**src/rtl/uart_modem_pkg.sv**
```systemverilog
package uart_modem_pkg;
    localparam int REG_AW = 2;
    localparam int DATA_W = 8;
    localparam logic [REG_AW-1:0] ADDR_CTRL = 2'd0;
    localparam logic [REG_AW-1:0] ADDR_STAT = 2'd1;
    localparam logic [REG_AW-1:0] ADDR_MODE = 2'd2;

    // bit order matches status byte positions (flags [3:0], levels [7:4])
    typedef struct packed {
        logic dcd;
        logic ri;
        logic dsr;
        logic cts;
    } modem_lines_t;

    typedef struct packed {
        logic loop_en;
        logic out2;
        logic out1;
        logic rts;
        logic dtr;
    } ctrl_t;

    typedef struct packed {
        logic auto_cts;
        logic int_en;
    } mode_t;
endpackage

```
**src/rtl/uart_modem_sync.sv**
```systemverilog
module uart_modem_sync #(
    parameter int WIDTH  = 4,
    parameter int STAGES = 2,
    parameter logic [WIDTH-1:0] INIT = '1
) (
    input  logic             clk,
    input  logic             mrst,
    input  logic [WIDTH-1:0] din,
    output logic [WIDTH-1:0] dout
);
    logic [WIDTH-1:0] pipe_d [STAGES];
    logic [WIDTH-1:0] pipe_q [STAGES];

    always_comb begin
        pipe_d[0] = din;
        for (int i = 1; i < STAGES; i++) begin
            pipe_d[i] = pipe_q[i-1];
        end
    end

    always_ff @(posedge clk or posedge mrst) begin
        if (mrst) begin
            for (int i = 0; i < STAGES; i++) pipe_q[i] <= INIT;
        end else begin
            for (int i = 0; i < STAGES; i++) pipe_q[i] <= pipe_d[i];
        end
    end

    assign dout = pipe_q[STAGES-1];
endmodule

```
**src/rtl/uart_modem_regs.sv**
```systemverilog
module uart_modem_regs
    import uart_modem_pkg::*;
(
    input  logic              clk,
    input  logic              mrst,
    input  logic              hit,
    input  logic              wr_en,
    input  logic              rd_en,
    input  logic [REG_AW-1:0] addr,
    input  logic [DATA_W-1:0] wr_data,
    input  logic [DATA_W-1:0] stat_byte,
    output ctrl_t             ctrl,
    output mode_t             mode,
    output logic [DATA_W-1:0] rd_data,
    output logic              stat_read
);
    typedef struct packed {
        ctrl_t ctrl;
        mode_t mode;
    } regs_t;

    regs_t state_d, state_q;
    logic  unused_wbits;

    assign unused_wbits = ^wr_data[DATA_W-1:5];

    always_comb begin
        state_d = state_q;
        if (hit && wr_en) begin
            unique case (addr)
                ADDR_CTRL: state_d.ctrl = ctrl_t'(wr_data[4:0]);
                ADDR_MODE: state_d.mode = mode_t'(wr_data[1:0]);
                default: ;
            endcase
        end
    end

    always_ff @(posedge clk or posedge mrst) begin
        if (mrst) state_q <= '0;
        else      state_q <= state_d;
    end

    always_comb begin
        rd_data = '0;
        if (hit && rd_en) begin
            unique case (addr)
                ADDR_CTRL: rd_data = {3'b000, state_q.ctrl};
                ADDR_STAT: rd_data = stat_byte;
                ADDR_MODE: rd_data = {6'b000000, state_q.mode};
                default:   rd_data = '0;
            endcase
        end
    end

    assign stat_read = hit && rd_en && (addr == ADDR_STAT);
    assign ctrl      = state_q.ctrl;
    assign mode      = state_q.mode;

    assert_unselected_hold_R1: assert property (@(posedge clk) disable iff (mrst)
        !(hit && wr_en) |=> $stable(state_q))
        else $error("register changed without a selected write");
endmodule

```
**src/rtl/uart_modem_status.sv**
```systemverilog
module uart_modem_status
    import uart_modem_pkg::*;
(
    input  logic         clk,
    input  logic         mrst,
    input  modem_lines_t ext_lines,
    input  modem_lines_t loop_lines,
    input  logic         loop_en,
    input  logic         clear,
    input  mode_t        mode,
    output logic [7:0]   stat_byte,
    output logic         irq,
    output logic         tx_allow
);
    typedef struct packed {
        modem_lines_t lines;
        logic [3:0]   flags;
    } stat_t;

    stat_t        state_d, state_q;
    modem_lines_t sample;
    logic [3:0]   change;
    logic [3:0]   irq_mask;

    always_comb begin
        sample = loop_en ? loop_lines : ext_lines;
        change = 4'b0000;
        change[0] = sample.cts ^ state_q.lines.cts;
        change[1] = sample.dsr ^ state_q.lines.dsr;
        change[2] = state_q.lines.ri & ~sample.ri;
        change[3] = sample.dcd ^ state_q.lines.dcd;

        state_d.lines = sample;
        state_d.flags = (clear ? 4'b0000 : state_q.flags) | change;
    end

    always_ff @(posedge clk or posedge mrst) begin
        if (mrst) state_q <= '0;
        else      state_q <= state_d;
    end

    always_comb begin
        irq_mask = 4'b1110;
        irq_mask[0] = ~mode.auto_cts;
    end

    assign stat_byte = {state_q.lines, state_q.flags};
    assign irq       = mode.int_en && |(state_q.flags & irq_mask);
    assign tx_allow  = mode.auto_cts ? state_q.lines.cts : 1'b1;

    assert_flags_sticky_R5: assert property (@(posedge clk) disable iff (mrst)
        !clear |=> ((state_q.flags & $past(state_q.flags)) == $past(state_q.flags)))
        else $error("change flag dropped without a read");

    assert_read_clears_R6: assert property (@(posedge clk) disable iff (mrst)
        clear |=> ((state_q.flags & ~$past(change)) == 4'b0000))
        else $error("flag survived a status read");

    assert_irq_needs_enable_R7: assert property (@(posedge clk) disable iff (mrst)
        !mode.int_en |-> !irq)
        else $error("irq raised while disabled");

    assert_txallow_free_R8: assert property (@(posedge clk) disable iff (mrst)
        !mode.auto_cts |-> tx_allow)
        else $error("transmit blocked without auto-CTS");
endmodule

```
**src/rtl/uart_modem_ctl.sv**
```systemverilog
module uart_modem_ctl
    import uart_modem_pkg::*;
#(
    parameter int SYNC_STAGES = 2
) (
    input  logic              clk,
    input  logic              mrst,
    input  logic              sel_a,
    input  logic              sel_b,
    input  logic              sel_c_n,
    input  logic [REG_AW-1:0] addr,
    input  logic              wr_en,
    input  logic              rd_en,
    input  logic [DATA_W-1:0] wr_data,
    output logic [DATA_W-1:0] rd_data,
    input  logic              cts_n,
    input  logic              dsr_n,
    input  logic              dcd_n,
    input  logic              ri_n,
    output logic              dtr_n,
    output logic              rts_n,
    output logic              out1_n,
    output logic              out2_n,
    output logic              irq,
    output logic              tx_allow
);
    logic         hit;
    logic         stat_read;
    ctrl_t        ctrl;
    mode_t        mode;
    logic [7:0]   stat_byte;
    modem_lines_t pins_n, pins_sync_n, ext_lines, loop_lines;

    assign hit = sel_a & sel_b & ~sel_c_n;

    uart_modem_regs u_regs (
        .clk       (clk),
        .mrst      (mrst),
        .hit       (hit),
        .wr_en     (wr_en),
        .rd_en     (rd_en),
        .addr      (addr),
        .wr_data   (wr_data),
        .stat_byte (stat_byte),
        .ctrl      (ctrl),
        .mode      (mode),
        .rd_data   (rd_data),
        .stat_read (stat_read)
    );

    assign pins_n = '{dcd: dcd_n, ri: ri_n, dsr: dsr_n, cts: cts_n};

    uart_modem_sync #(.WIDTH(4), .STAGES(SYNC_STAGES), .INIT(4'hF)) u_sync (
        .clk  (clk),
        .mrst (mrst),
        .din  (pins_n),
        .dout (pins_sync_n)
    );

    assign ext_lines  = ~pins_sync_n;
    assign loop_lines = '{dcd: ctrl.out2, ri: ctrl.out1, dsr: ctrl.dtr, cts: ctrl.rts};

    uart_modem_status u_status (
        .clk        (clk),
        .mrst       (mrst),
        .ext_lines  (ext_lines),
        .loop_lines (loop_lines),
        .loop_en    (ctrl.loop_en),
        .clear      (stat_read),
        .mode       (mode),
        .stat_byte  (stat_byte),
        .irq        (irq),
        .tx_allow   (tx_allow)
    );

    assign dtr_n  = ~(ctrl.dtr  & ~ctrl.loop_en);
    assign rts_n  = ~(ctrl.rts  & ~ctrl.loop_en);
    assign out1_n = ~(ctrl.out1 & ~ctrl.loop_en);
    assign out2_n = ~(ctrl.out2 & ~ctrl.loop_en);

    assert_loop_outputs_idle_R3: assert property (@(posedge clk) disable iff (mrst)
        ctrl.loop_en |-> ({dtr_n, rts_n, out1_n, out2_n} == 4'hF))
        else $error("output active during loop mode");

    assert_ignored_read_zero_R1: assert property (@(posedge clk) disable iff (mrst)
        !hit |-> (rd_data == 8'h00))
        else $error("read data without select");
endmodule

```
**config.mk**
```make
export PLATFORM = sky130hd
export DESIGN_NAME = uart_modem_ctl
export DESIGN_NICKNAME = d
export VERILOG_FILES = /design/src/rtl/uart_modem_pkg.sv /design/src/rtl/uart_modem_sync.sv /design/src/rtl/uart_modem_regs.sv /design/src/rtl/uart_modem_status.sv /design/src/rtl/uart_modem_ctl.sv
export SDC_FILE = /design/constraint.sdc
export NUM_CORES = 1
export LEC_CHECK = 0
export BUFFER_PORTS_ARGS = -buffer_cell sky130_fd_sc_hd__buf_2
export CAP_MARGIN = 25
export CORE_MARGIN = 10
export CORE_UTILIZATION = 40
export CTS_CLUSTER_SIZE = 30
export DETAILED_ROUTE_END_ITERATION = 7
export PLACE_DENSITY_LB_ADDON = 0.08
export SYNTH_ARGS = -nofsm -noshare
export SYNTH_HDL_FRONTEND = slang
export SYNTH_SLANG_ARGS = --single-unit
export TNS_END_PERCENT = 100
```
**constraint.sdc**
```tcl
create_clock -name clk -period 2.04 [get_ports clk]
set_input_delay 0.102 -clock clk [delete_from_list [all_inputs] [get_ports clk]]
set_output_delay 0.102 -clock clk [all_outputs]
set_load 0.005 [all_outputs]
```
Yosys cells after proc, flatten, opt, wreduce, memory -nomap -nowiden
Cells that the tools add are included.
{"block": "op_classes", "n_reduce_logical": 8, "bitwise": 21, "eq_ne": 2, "muxes": 5}
{"op": "$pmux 8 s3", "count": 1}
{"op": "$mux 4", "count": 2}
{"op": "$mux 8", "count": 1}
{"op": "$not 1->1", "count": 8}
{"op": "$and 1x1->1", "count": 7}
{"op": "$and 4x4->4", "count": 1}
{"op": "$logic_and 1x1->1", "count": 4}
{"op": "$not 4->4", "count": 1}
{"op": "$or 4x4->4", "count": 1}
{"op": "$reduce_and 2->1", "count": 2}
{"op": "$reduce_or 4->1", "count": 1}
{"op": "$xor 1x1->1", "count": 3}
{"op": "$eq 2x1->1 const B", "count": 1}
{"op": "$eq 2x2->1 const B", "count": 1}
{"op": "$logic_not 2->1", "count": 1}
{"op": "$mux 1", "count": 1}
{"block": "word_totals", "out_inout_bits": 14, "in_bits": 21, "reg_bits": 23, "elab_cells": 50}

Depth between registers and ports, before layout
{"block": "depth", "depth_word": 6, "ltp_mapped": 5, "ltp_nobuf": 3}

Hierarchy
Synthesis repeated with hierarchy kept, for this count alone.
{"block": "unflattened", "cells_unflattened": 89, "area_unflattened_um2": 1083.5}
{"module": "uart_modem_regs", "area_each_um2": 437.9, "instances": 1, "seq_area_each_um2": 175.2, "cells_each": 40}
{"module": "uart_modem_status", "area_each_um2": 382.9, "instances": 1, "seq_area_each_um2": 200.2, "cells_each": 31}
{"module": "uart_modem_sync", "area_each_um2": 214.0, "instances": 1, "seq_area_each_um2": 210.2, "cells_each": 9}
{"module": "uart_modem_ctl", "area_each_um2": 48.8, "instances": 1, "seq_area_each_um2": 0.0, "cells_each": 9}

Worst setup path after synthesis
Ideal clock, no wire load.
{"block": "synth_path", "kind": "input to register", "start": "input port addr[0]", "end": "register u_regs.state_q (netlist bit u_regs.ctrl[0])", "required_time_ns": 1.915, "n_path_buf": 2, "stages": 5, "t_arrival_ns": 1.181, "setup_ns": 0.125, "slack_ns": 0.734, "path_cell_list": "buf_6 nand2b_4 or4_4 buf_6 mux2_4"}
{"block": "synth_via", "elab_chain_len": 2}
{"item": "start: declaration", "line": "uart_modem_ctl.sv:11", "text": "input logic [REG_AW-1:0] addr,"}
{"item": "$logic_not 2->1", "line": "uart_modem_regs.sv:30", "text": "unique case (addr)"}
{"item": "$reduce_and 2->1 (no source line)"}
{"item": "end signal: assignment", "line": "uart_modem_regs.sv:40", "text": "else state_q <= state_d;"}
{"item": "end: declaration", "line": "uart_modem_regs.sv:22", "text": "regs_t state_d, state_q;"}
Every way passes these cells.
A chain may end at the register's enable or synchronous reset.

Worst setup path after layout
{"block": "layout_path", "start": "register u_regs.state_q (netlist bit u_regs.ctrl[4])", "end": "output port rd_data[4]"}
{"block": "layout_via", "elab_chain_len": 2}
{"item": "$pmux 8 s3", "line": "uart_modem_regs.sv:46", "text": "unique case (addr)"}
{"item": "$mux 8", "line": "uart_modem_regs.sv:45", "text": "if (hit && rd_en) begin"}
{"item": "end: declaration", "line": "uart_modem_ctl.sv:15", "text": "output logic [DATA_W-1:0] rd_data,"}
Every way passes these cells.

==> impl_summary.txt <==
----------------------------------------------------
[Run status]
  Outcome ... finished clean

[Worst setup path]
  Maximum fanout along the worst path ... 13
  Critical Path Start ... u_regs.ctrl[4]
  FF-to-FF setup slack ... 0.79 ns
  Critical Path RT ... 1.94 ns
  CP startpoint kind ... register
  CP Buf/Inv Count ... 1
  Max incr delay on CP ... 0.61 ns
  Delay-heaviest family, CP ... flip-flops
  Critical path, cell by cell ... mux2i_1, nor3_1, buf_2
  Cell with the largest stage delay on the worst path ... sky130_fd_sc_hd__dfrtp_1
  Number of cells on the worst reg-to-reg path ... 3
  Critical path endpoint category ... primary output
  Endpoint of the lowest-slack register-to-register path ... u_status.stat_byte[1]
  Type of the worst setup path ... register to primary output
  Worst reg2reg startpoint ... u_regs.ctrl[4]
  Arr. time, crit path ... ~1.4 ns

[Synth]
  Count of flip-flops with a built-in enable after synthesis ... 0
  Most area-consuming cells after synthesis ... sky130_fd_sc_hd__dfrtp_1 35%, sky130_fd_sc_hd__dfstp_2 19%, sky130_fd_sc_hd__mux2_4 6.9%
  Synth warn ... 0
  Proportion of netlist area held by the largest area contributor ... roughly 35%
  Sequential element share of the synthesized area ... 54.0%
  Most area-hungry cell type in the Yosys netlist ... sky130_fd_sc_hd__dfrtp_1
  Per-instance average area after synthesis ... 11.5 um^2
  Seq cells post-synth ... 23
  Synthesized Nets ... 115
  Share of flip-flops with an asynchronous set or reset after synthesis ... 100%
  Distinct cell type count of the synthesized netlist ... 27
  Cells after synthesis ... between 90 and 100
  Most used flip-flop cell after synthesis ... sky130_fd_sc_hd__dfrtp_1
  Post-synthesis instance area ... roughly 0.0011 mm^2

[Clocking]
  TritonCTS clock tree ... done
  Worst-path clk slew ... 0.12 ns
  Resized Gates After CTS ... 0
  Clock buffers created by TritonCTS ... 3
  Insertion delay to the later sink of the worst-skew pair ... 0.30 ns
  Clock Root Buffer ... sky130_fd_sc_hd__clkbuf_4
  Maximum buffer depth of the clock tree ... 2
  Total number of H-tree levels ... 1
  Number of clock sinks ... 23

[Power and ir drop]
  Net load switching power ... between 200 and 300 uW
  P per Cell Area ... ~730 mW/mm^2
  Leakage power figure ... about 0.00064 uW
  Logic pwr share ... 20.9%
  Fraction of power spent switching nets ... 27.4%
  Internal portion of total power ... 707 uW
  Share of total power in the clock network ... roughly a fifth
  VDD IR max ... 0.482 mV
  Sequential share of power ... 58.2%

[Global route]
  Pin count of the biggest net entering global routing ... 24
  First-pass GRT wire length ... 3930 um
  Gr ovfl total ... 0
  Total global-route track usage ... 8.90%
  Initial antenna violation count ... 0
  Vias in the first global route ... 897

[Finish]
  Top library cells by usage in the layout, fill and taps aside ... 31 x sky130_fd_sc_hd__buf_2, 15 x sky130_fd_sc_hd__dfrtp_1, 8 x sky130_fd_sc_hd__dfstp_2
  Area Overhead vs Synth ... 23.1%
  Number of nets in the final layout ... about 150
  Count of placed standard cells in the final layout, fillers left out ... 161
  Share of cells above drive strength 1 ... 44.3%
  Most common library cell in the layout ignoring fill and taps ... sky130_fd_sc_hd__buf_2
  Antenna Cells ... 0

[Route]
  Post-detailed-route DRC marker count ... 0
  Total wirelength of the detailed-routed design ... 2310 um
  Total number of vias ... 812
  DR WL/cell ... 14.4 um
  DRT iter0 DRCs ... 13
  Drt pass-1 iters ... 4
  Vias per Instance ... 5.04
  Remaining number of nets flagged by the antenna check after routing ... 0

[Run]
  Maxcap violations ... 0

[STA]
  Final setup violation count ... 0
  Min Tclk post-route ... 1.45 ns
  Setup_tns ... 0 ns
  Worst slew margin relative to its limit ... between 40% and 50%
  Measured slew at the worst slew-check pin ... just over 0.8 ns
  Tcrit/Tclk final ... 71.1%
  Clock Skew ... 0.00295 ns
  Maximum clock frequency ... between 0.6 and 0.7 GHz
  Final-report max-slew violation count ... 0
  Total count of hold-check failures in the final report ... 0
  Setup repair after global routing missed its margin ... no

[Placed design]
  Buffers on Ports ... 31
  Global placer's final weighted congestion ... a little under 0.8
  Detailed placer's ending HPWL ... around 1800 um
  Placed instance count ... roughly 150

[Worst hold path]
  WHS Endpoint ... u_regs.ctrl[2]
  Hold Path Class ... input pin to register
  Hold Path Origin ... wr_data[2]
  Number of cells traversed by the worst hold path ... 2

[Die]
  Io pins ... 35
  Total number of placement rows ... 18
  Initial Utilization ... 43.0%
  Area of the core ... 0.00252 mm^2
  DIE WIDTH ... about 72 um
  Die Outline Area ... 0.00519 mm^2
  Die extent in y ... 72.1 um

----------------------------------------------------
[registers in the layout, indices dropped and copies added (netlist names)]
name,count
u_regs.ctrl,5
u_regs.mode,2
u_status.stat_byte,8
u_sync.dout,4
u_sync.pipe_d,4
[worst reg2reg max path, cell delays in order (launching register included)]
cell,delay [ns]
sky130_fd_sc_hd__dfrtp_1,0.55
sky130_fd_sc_hd__nor2b_1,0.23
sky130_fd_sc_hd__or3_1,0.34
sky130_fd_sc_hd__nand3_1,0.08
[stage by stage]
| stage | power, uW | hold slack (ns) | setup slack [ns] | util [%] | cell area (um^2) |
|---|---|---|---|---|---|
| 3_5_place_dp | 775 | 0.209 | 0.650 | 49.5 | 1250 |
| 6_report | 973 | 0.0186 | 0.590 | 52.9 | 1340 |
| 2_1_floorplan | 699 | 0.0980 | 0.734 | - | 1080 |
| 3_3_place_gp | 767 | 0.207 | 0.651 | 49.5 | 1250 |
| 5_1_grt | 1050 | 0.000374 | 0.445 | 52.9 | 1340 |
| 4_1_cts | 993 | 0.00142 | 0.535 | 52.5 | 1330 |
[cells by family after synthesis]
logic type	after synthesis	synth area share (%)
AND/OR/NAND/NOR	39	21.2
multiplexers	13	14.8
flip-flops	23	54.0
AO/OA/AOI/OAI	11	5.88
buffers and inverters	8	4.15
[repair_timing]
| action | 4_1_cts | 5_1_grt |
|---|---|---|
| setup buffers | 0 | 0 |
| hold endpoints to repair | 19 | 1 |
| setup endpoints to repair | 0 | 0 |
| hold buffers | 5 | 1 |
[per-layer routing]
layer | up-vias | global-route usage, % | wire [um]
li1 | 395 | - | -
met1 | 389 | 10.3 | 1010
met2 | 26 | 15.0 | 1100
met3 | 2 | 2.99 | 189
met4 | 0 | 3.01 | 9
met5 | - | 0 | 0
[final cells by class]
type                       count  area [um^2]
timing repair buffer          37          215
multi-input combinational     63          454
inverter                       4         15.0
clock buffer                   3         22.5
fill                         246         1190
sequential                    23          586
tap                           30         37.5
clock inverter                 1         5.00
[worst max path at each step]
stage / to / slack [ns] / depth (start not counted)
2_1_floorplan: u_regs.ctrl[0] / 0.73 / 5
3_3_place_gp: u_regs.ctrl[0] / 0.65 / 4
3_5_place_dp: u_regs.ctrl[0] / 0.65 / 4
4_1_cts: rd_data[4] / 0.53 / 3
5_1_grt: rd_data[4] / 0.44 / 3
6_report: rd_data[4] / 0.59 / 3
[cells in the mapped netlist (all sizes together) (3+ instances only)]
cell type,n
o21ai,7
dfrtp,15
nor2,3
dfstp,8
nand2b,6
nor2b,5
mux2i,4
nand3,4
nand2,7
mux2,9
nor3,4
inv,4
[power groups by stage]
stage          logic [uW]  registers (uW)  clock network, uW
4_1_cts               207             568                218
5_1_grt               229             577                239
6_report              203             566                203
3_5_place_dp          198             576                  0
2_1_floorplan         147             552                  0
3_3_place_gp          192             575                  0
Note: power is estimated with default switching activity, not from simulation.
